**config.mk**
```make
export PLATFORM = sky130hd
export DESIGN_NAME = dfa_walker
export DESIGN_NICKNAME = d
export VERILOG_FILES = /design/src/rtl/dfa_walker.sv
export SDC_FILE = /design/constraint.sdc
export NUM_CORES = 2
export LEC_CHECK = 0
export ABC_AREA = 1
export BUFFER_PORTS_ARGS = -buffer_cell sky130_fd_sc_hd__clkbuf_2
export CAP_MARGIN = 20
export CORE_MARGIN = 8
export CORE_UTILIZATION = 50
export CTS_BUF_LIST = sky130_fd_sc_hd__clkbuf_16
export CTS_CLUSTER_SIZE = 28
export DETAILED_ROUTE_END_ITERATION = 16
export PLACE_DENSITY = 0.68
export SLEW_MARGIN = 15
export SYNTH_ARGS = -nofsm -noshare
export SYNTH_HDL_FRONTEND = slang
export SYNTH_SLANG_ARGS = --single-unit
```
**constraint.sdc**
```tcl
create_clock -name clk -period 2.9 [get_ports clk]
set_input_delay 0.58 -clock clk [delete_from_list [all_inputs] [get_ports clk]]
set_output_delay 0.58 -clock clk [all_outputs]
set_load 0.01 [all_outputs]
```
**src/rtl/dfa_walker.sv**
```systemverilog
module dfa_walker #(
  parameter int STATES   = 16,
  parameter int SLOTS    = 4,
  parameter int MAX_HOPS = 8,
  localparam int SW  = $clog2(STATES),
  localparam int SLW = $clog2(SLOTS),
  localparam int HW  = $clog2(MAX_HOPS + 1)
) (
  input  logic           clk,
  input  logic           rst_n,
  input  logic           wr_en,
  input  logic [1:0]     wr_sel,
  input  logic [SW-1:0]  wr_state,
  input  logic [SLW-1:0] wr_slot,
  input  logic [7:0]     wr_char,
  input  logic [SW-1:0]  wr_next,
  input  logic           wr_accept,
  input  logic           sop,
  input  logic           in_valid,
  input  logic [7:0]     in_byte,
  output logic           in_ready,
  output logic           accept_o,
  output logic           error_o,
  output logic [SW-1:0]  state_o
);

  logic              slot_v [STATES][SLOTS];
  logic [7:0]        slot_c [STATES][SLOTS];
  logic [SW-1:0]     slot_n [STATES][SLOTS];
  logic [SW-1:0]     dflt   [STATES];
  logic [STATES-1:0] acc;
  logic [SW-1:0]     root_row [256];

  logic          busy;
  logic [7:0]    held;
  logic [HW-1:0] hops;
  logic [SW-1:0] cur;

  wire          go     = busy | in_valid;
  wire [7:0]    look_c = busy ? held : in_byte;
  wire [SW-1:0] look_s = (!busy && sop) ? '0 : cur;
  wire          wr_ok  = wr_en & ~busy & ~in_valid;

  logic          hit;
  logic [SW-1:0] nxt;

  always_comb begin
    hit = 1'b0;
    nxt = root_row[look_c];
    if (look_s == '0) hit = 1'b1;
    else
      for (int s = SLOTS - 1; s >= 0; s--)
        if (slot_v[look_s][s] && slot_c[look_s][s] == look_c) begin
          hit = 1'b1;
          nxt = slot_n[look_s][s];
        end
  end

  wire at_cap  = (hops == HW'(MAX_HOPS));
  wire consume = go & hit;
  wire hop     = go & ~hit & ~at_cap;
  wire fail    = go & ~hit & at_cap;

  assign in_ready = ~busy;
  assign state_o  = cur;

  always_ff @(posedge clk) begin
    if (!rst_n) begin
      acc <= '0;
      for (int i = 0; i < STATES; i++) begin
        dflt[i] <= '0;
        for (int s = 0; s < SLOTS; s++) begin
          slot_v[i][s] <= 1'b0;
          slot_c[i][s] <= '0;
          slot_n[i][s] <= '0;
        end
      end
      for (int c = 0; c < 256; c++) root_row[c] <= '0;
    end else if (wr_ok) begin
      case (wr_sel)
        2'd0: begin
          slot_v[wr_state][wr_slot] <= 1'b1;
          slot_c[wr_state][wr_slot] <= wr_char;
          slot_n[wr_state][wr_slot] <= wr_next;
        end
        2'd1: begin
          dflt[wr_state] <= wr_next;
          acc[wr_state]  <= wr_accept;
        end
        2'd2: root_row[wr_char] <= wr_next;
        default: ;
      endcase
    end
  end

  always_ff @(posedge clk) begin
    if (!rst_n) begin
      busy     <= 1'b0;
      held     <= '0;
      hops     <= '0;
      cur      <= '0;
      accept_o <= 1'b0;
      error_o  <= 1'b0;
    end else begin
      accept_o <= 1'b0;
      error_o  <= 1'b0;
      if (!busy && sop) cur <= '0;
      if (consume) begin
        cur      <= nxt;
        busy     <= 1'b0;
        hops     <= '0;
        accept_o <= acc[nxt];
      end else if (hop) begin
        cur  <= dflt[look_s];
        busy <= 1'b1;
        held <= look_c;
        hops <= hops + 1'b1;
      end else if (fail) begin
        cur     <= '0;
        busy    <= 1'b0;
        hops    <= '0;
        error_o <= 1'b1;
      end
    end
  end


  held_byte_chk: assert property (@(posedge clk) disable iff (!rst_n)
    busy && $past(busy) |-> $stable(held));

  hop_bound_chk: assert property (@(posedge clk) disable iff (!rst_n)
    hops <= HW'(MAX_HOPS));

  err_root_chk: assert property (@(posedge clk) disable iff (!rst_n)
    error_o |-> (state_o == '0) && in_ready);

  accept_err_excl_chk: assert property (@(posedge clk) disable iff (!rst_n)
    !(accept_o && error_o));

  accept_flag_chk: assert property (@(posedge clk) disable iff (!rst_n)
    accept_o |-> acc[cur]);

endmodule

```
Yosys cells after proc, flatten, opt, wreduce, memory -nomap -nowiden
Memory sizes are Yosys's and may differ from the RTL's.
Index checks and enable logic that the tools add are counted.
{"block": "totals", "register_bits": 35, "ramBits": 1920, "input_bits": 34, "elab_cells": 121, "n_memories": 5}
{"memory": "root_row", "words": 256, "word_bits": 4, "read_ports": 1, "rd_clocked_by_memory_dff": 0, "wr": 256, "line_no": "32", "text": "logic [SW-1:0] root_row [256];"}
{"memory": "slot_c", "words": 16, "word_bits": 32, "read_ports": 1, "rd_clocked_by_memory_dff": 0, "wr": 16, "line_no": "28", "text": "logic [7:0] slot_c [STATES][SLOTS];"}
{"memory": "slot_n", "words": 16, "word_bits": 16, "read_ports": 1, "rd_clocked_by_memory_dff": 0, "wr": 16, "line_no": "29", "text": "logic [SW-1:0] slot_n [STATES][SLOTS];"}
{"memory": "dflt", "words": 16, "word_bits": 4, "read_ports": 1, "rd_clocked_by_memory_dff": 0, "wr": 16, "line_no": "30", "text": "logic [SW-1:0] dflt [STATES];"}
{"memory": "slot_v", "words": 16, "word_bits": 4, "read_ports": 1, "rd_clocked_by_memory_dff": 0, "wr": 16, "line_no": "27", "text": "logic slot_v [STATES][SLOTS];"}
{"block": "classes", "n_addsub": 1, "n_lt_le_gt_ge": 5, "n_eq_ne": 7, "n_mux": 61, "bitwise": 14, "reduce_logical": 21}
{"operator": "$mux 32", "n": 3}
{"operator": "$mux 4", "n": 21}
{"operator": "$mux 16", "n": 3}
{"operator": "$eq 8x8->1", "n": 4}
{"operator": "$reduce_or 32->1", "n": 1}
{"operator": "$mux 1", "n": 25}
{"operator": "$mux 8", "n": 3}
{"operator": "$bwmux 16", "n": 1}
{"operator": "$demux 8 s2", "n": 1}
{"operator": "$reduce_or 16->1", "n": 1}
{"operator": "$reduce_or 4->1", "n": 3}
{"operator": "$lt 4x5->1 const B", "n": 2}
{"operator": "$demux 4 s2", "n": 1}
{"operator": "$logic_and 1x1->1", "n": 7}
{"operator": "$and 1x1->1", "n": 6}
{"operator": "$not 1->1", "n": 6}
{"operator": "$reduce_and 2->1", "n": 3}
{"operator": "$add 4x1->4 const B", "n": 1}
{"operator": "$bmux 1 s4", "n": 1}
{"operator": "$demux 1 s4", "n": 1}
{"operator": "$eq 4x4->1 const B", "n": 1}
{"operator": "$ge 4x1->1 const B", "n": 1}
{"operator": "$logic_not 4->1", "n": 1}
{"operator": "$ge 3x3->1 const B", "n": 1}
{"operator": "other kinds (11)", "n": 11}

Logic depth before layout (Yosys ltp)
An unclocked memory read counts as a cell.
{"block": "logic_depth", "ltp_word": 17, "mapped_depth": 34}

Worst setup path after synthesis
OpenSTA, ideal clock, no wires.
{"block": "synth_timing", "path_type": "reg-to-reg", "start": "register busy", "end": "memory slot_c[10][0] in the netlist's numbering (enable)", "setup_time_ns": 0.350, "t_arrival_ns": 2.575, "required_ns": 2.550, "slack_ns": -0.026, "path_stages_with_launch": 12, "path_buffers": 4, "path_cell_list": "dfxtp_1 > buf_4 > buf_2 > nor2_1 > nand2_1 > nor4_1 > inv_1 > nor3_1 > clkbuf_1 > nand2_1 > clkbuf_1 > nand2_1"}
{"element": "start: declaration", "line_no": "34", "text": "logic busy;"}
{"element": "start signal: assignment", "line_no": "98", "text": "busy <= 1'b0;"}
{"element": "start signal: assignment", "line_no": "110", "text": "busy <= 1'b0;"}
{"element": "start signal: assignment", "line_no": "115", "text": "busy <= 1'b1;"}
{"element": "end: declaration", "line_no": "28"}

Worst setup path in the final report
{"block": "layout_timing", "start": "register busy", "end": "register accept_o"}
{"block": "layout_between", "elab_chain_cells": 13}
{"element": "$logic_not 1->1", "line_no": "41", "text": "wire [SW-1:0] look_s = (!busy && sop) ? '0 : cur;"}
{"element": "$logic_and 1x1->1", "line_no": "41"}
{"element": "$mux 4"}
{"element": "$mem_v2 16x32"}
{"element": "$eq 8x8->1", "line_no": "53", "text": "if (slot_v[look_s][s] && slot_c[look_s][s] == look_c) begin"}
{"element": "$logic_and 1x1->1", "line_no": "53"}
{"element": "$mux 4 / $mux 1 (equally long branches) (4 in a row)", "line_no": "53"}
{"element": "$mux 4 / $mux 1 (equally long branches)", "line_no": "50", "text": "if (look_s == '0) hit = 1'b1;"}
{"element": "$bmux 1 s4 / $and 1x1->1 (equally long branches)", "line_no": "112, 60"}
{"element": "$mux 1 (implied by the code) / $reduce_and 2->1 (equally long branches)"}
{"element": "end signal: assignment", "line_no": "112", "text": "accept_o <= acc[nxt];"}
{"element": "end: declaration", "line_no": "22", "text": "output logic accept_o,"}
Parallel ways exist; a longest one is shown, timed or not. The select of a mux whose other input is x is not followed.
A chain may end at the register's enable or synchronous reset.

==> flow_summary_export.csv <==
group,metric,value,unit
sta,drv_slew,0,
sta,fin_skew,0.0294,ns
placed_design,place_congestion,0.948,
cells_and_area,stdcell_count,12626,
critical_path,slowest_stage,"dfxtp_4",
clocking,cts-root-buf,"clkbuf_16",
cells_and_area,final_cell_mix,"nand2_1 (2,323), nor2_1 (2,284), edfxtp_1 (1,856)",
cells_and_area,final_common_cell,"nand2_1",
synthesis,netlist_instances,9489,
critical_path,timing.rr.start,"busy$_SDFFE_PP0P_",
cells_and_area,area_growth,20.9,%
critical_path,worstPathRequired,3.64,ns
sta,worst_slack,-0.676,ns
drt,drtAntennaViolNets,0,
synthesis,yosysSeqAreaShare,64.4,%
sta,slew_headroom,32.4,%
drt,drt-total-wl,293000,um
sta,rsz0062_at_grt,"true",
critical_path,endpoint,"accept_o$_SDFF_PN0_",
floorplan,die_y,439,um
synthesis,ys.warnings.count,0,
placed_design,dpl.hpwl,189000,um
outcome,failed_checks,"setup timing",
synthesis,synth_top_area_share,62.2,%
critical_path,r2r_slack,-0.68,ns
synthesis,synth_cell_types,58,
global_routing,grt_pass1_vias,71990,
critical_path,timing.rr.end,"accept_o$_SDFF_PN0_",
critical_path,worst-path-max-fanout,15,
clocking,clock_sinks,1955,
critical_path,max_stage_delay,0.39,ns
floorplan,core_area,0.178,mm2
clocking,clock_latency,0.86,ns
clocking,clk_pin_slew_worst_paths,0.06,ns
global_routing,grt_usage,29.1,%
global_routing,grt_max_degree,138,
min_path,min_path_type,"in2reg",
drt,viasPerCell,5.94,
synthesis,ys_top_cells_by_area,"edfxtp_1 (62%), nand2_1 (10%), nor2_1 (9.6%)",
floorplan,start_util,50.3,%
critical_path,criticalPathCategory,"reg2reg",
synthesis,syn_nets,9525,
sta,period_minus_slack,3.58,ns
critical_path,reg2regPathDepth,28,
critical_path,critPathMostFrequentCell,"nand2_1",
job,drv_cap,0,
synthesis,ys_ff_latch,1955,
sta,hold_violations,0,
placed_design,port_buffers,40,
drt,drc,0,
sta,setup_violations,19,
drt,via_count,74976,
floorplan,dieWidth,439,um
placed_design,place_inst,12173,
sta,post-route-period-util,123,%
placed_design,place_ws,-1.15,ns
synthesis,yosys.area.top_type,"edfxtp_1",
pwr,powerDensity,701,mW/mm2
synthesis,netlist_area,0.0897,mm2
sta,clock.fmax,280,MHz
floorplan,dieArea,0.193,mm2
global_routing,grt_antenna_before_repair,12,
global_routing,grt_overflow,0,
sta,worstMarginPinSlew,1.01,ns
drt,drt_pass1_iterations,9,
clocking,cts_buffers,199,
clocking,cts_tree,"yes",
global_routing,grt_pass1_wl,430000,um
clocking,htreeDepth,4,
min_path,hold_depth,2,
synthesis,syn_area_per_cell,9.45,um2
cells_and_area,finalNetCount,10129,
critical_path,cp-start-kind,"flop",
cells_and_area,drive_above_1_share,16.6,%
outcome,status,"finished, violations left",
floorplan,rows,155,
drt,drt-wirelength-per-cell,23.2,um
pwr,vdd_ir_drop_max,0.516,mV
cells_and_area,fillCellCount,14292,
critical_path,crit_start,"busy$_SDFFE_PP0P_",
critical_path,end_kind,"flop",
clocking,cts_buffer_depth,3,
drt,drt_iter0_drc,10827,
critical_path,worstPathArrival,4.31,ns
floorplan,pin_count,41,
sta,hold_ws,0.183,ns
pwr,p_leak,0.0440,uW
## power breakdown
| part | switching, uW | leakage [uW] | internal (uW) |
|---|---|---|---|
| clock network | 11000 | 0.00338 | 14900 |
| logic | 11500 | 0.0206 | 6370 |
| registers | 366 | 0.0200 | 31800 |
## critical path, delay by kind of cell, from the launching register on
| family | cells | cell delay [ns] |
|---|---|---|
| DFF | 1 | 0.39 |
| and+or+nand+nor | 24 | 2.46 |
| buffers and inverters | 4 | 0.62 |
## area by class of cell
class	instances	area (um2)	area share (%)
inverter	150	629	0.581
sequential	1955	57700	53.2
multi-input combinational	6631	29100	26.8
tap	2355	2950	2.72
clock inverter	167	1410	1.30
timing repair buffer	1156	11500	10.6
antenna	6	15.0	0.0139
clock buffer	206	5150	4.76
## synth_stat cells (all sizes together)
library cell     n
a21oi           54
a221oi           1
a22oi            6
a31oi            8
a32o             3
a32oi            2
a41oi            3
and2             1
and3             1
buf            307
clkbuf         447
clkinv           3
dfxtp           99
edfxtp        1856
ha               2
inv            147
nand2         2418
nand3         1223
nand3b           3
nand4           20
nor2          2303
nor3            25
nor3b            1
nor4             3
o2111ai          4
o211ai          48
o21ai          346
o21bai           6
o221a            2
o221ai          53
o22a             1
o22ai           73
o311ai           2
o31ai            4
o32ai            6
or2              5
xnor2            1
xor2             2
## per-layer routing
| metal | GRT usage (%) | vias up | wire (um) |
|---|---|---|---|
| met5 | 0 | - | 69 |
| met4 | 14.4 | 10 | 15500 |
| met3 | 6.13 | 788 | 36100 |
| met2 | 45.9 | 4890 | 133000 |
| met1 | 38.4 | 35988 | 109000 |
| li1 | - | 33300 | - |
## what timing repair did
action,4_1_cts,5_1_grt
pin swaps,67,47
gates cloned,9,13
hold buffers,0,0
gates resized for setup,163,165
setup buffers,34,21
setup endpoints to repair,169,1535
## sequential cells by signal, summed over array words and instances, names as in the netlist
signal / flops
root_row: 1024
state_o: 4
error_o: 1
slot_n: 256
accept_o: 1
busy: 1
hops: 4
slot_v: 64
dflt: 64
acc: 16
held: 8
slot_c: 512
## logic make-up after synthesis
kind of cell	Yosys count	share of synthesized area, %
fa+ha+maj	2	0.0279
compound gates	622	4.12
simple gates	6003	27.1
flops	1955	64.4
buf+inv	904	4.41
xor+xnor	3	0.0293
## through the flow
stage | instance area, um2 | util [%] | total power, uW | setup TNS (ns)
6_report | 108000 | 60.8 | 76000 | -11.38
5_1_grt | 108000 | 60.8 | 78100 | -17.96
4_1_cts | 107000 | 60.2 | 75100 | -10.66
3_5_place_dp | 99600 | 55.8 | 48800 | -20.96
3_3_place_gp | 99600 | 55.8 | 48600 | -20.55
2_1_floorplan | 89700 | - | 41300 | -5.92
## worst min-delay path by stage
| stage | start | to |
|---|---|---|
| finish | rst_n | root_row[90][0]$_SDFFCE_PN0P_ |
| global route | rst_n | root_row[90][0]$_SDFFCE_PN0P_ |
| CTS | rst_n | root_row[90][0]$_SDFFCE_PN0P_ |
| detailed placement | slot_v[11][1]$_DFF_P_ | slot_v[11][1]$_DFF_P_ |
| global placement | slot_v[14][3]$_DFF_P_ | slot_v[14][3]$_DFF_P_ |
| floorplan | slot_v[14][3]$_DFF_P_ | slot_v[14][3]$_DFF_P_ |
Power figures use the tool's default switching activity.
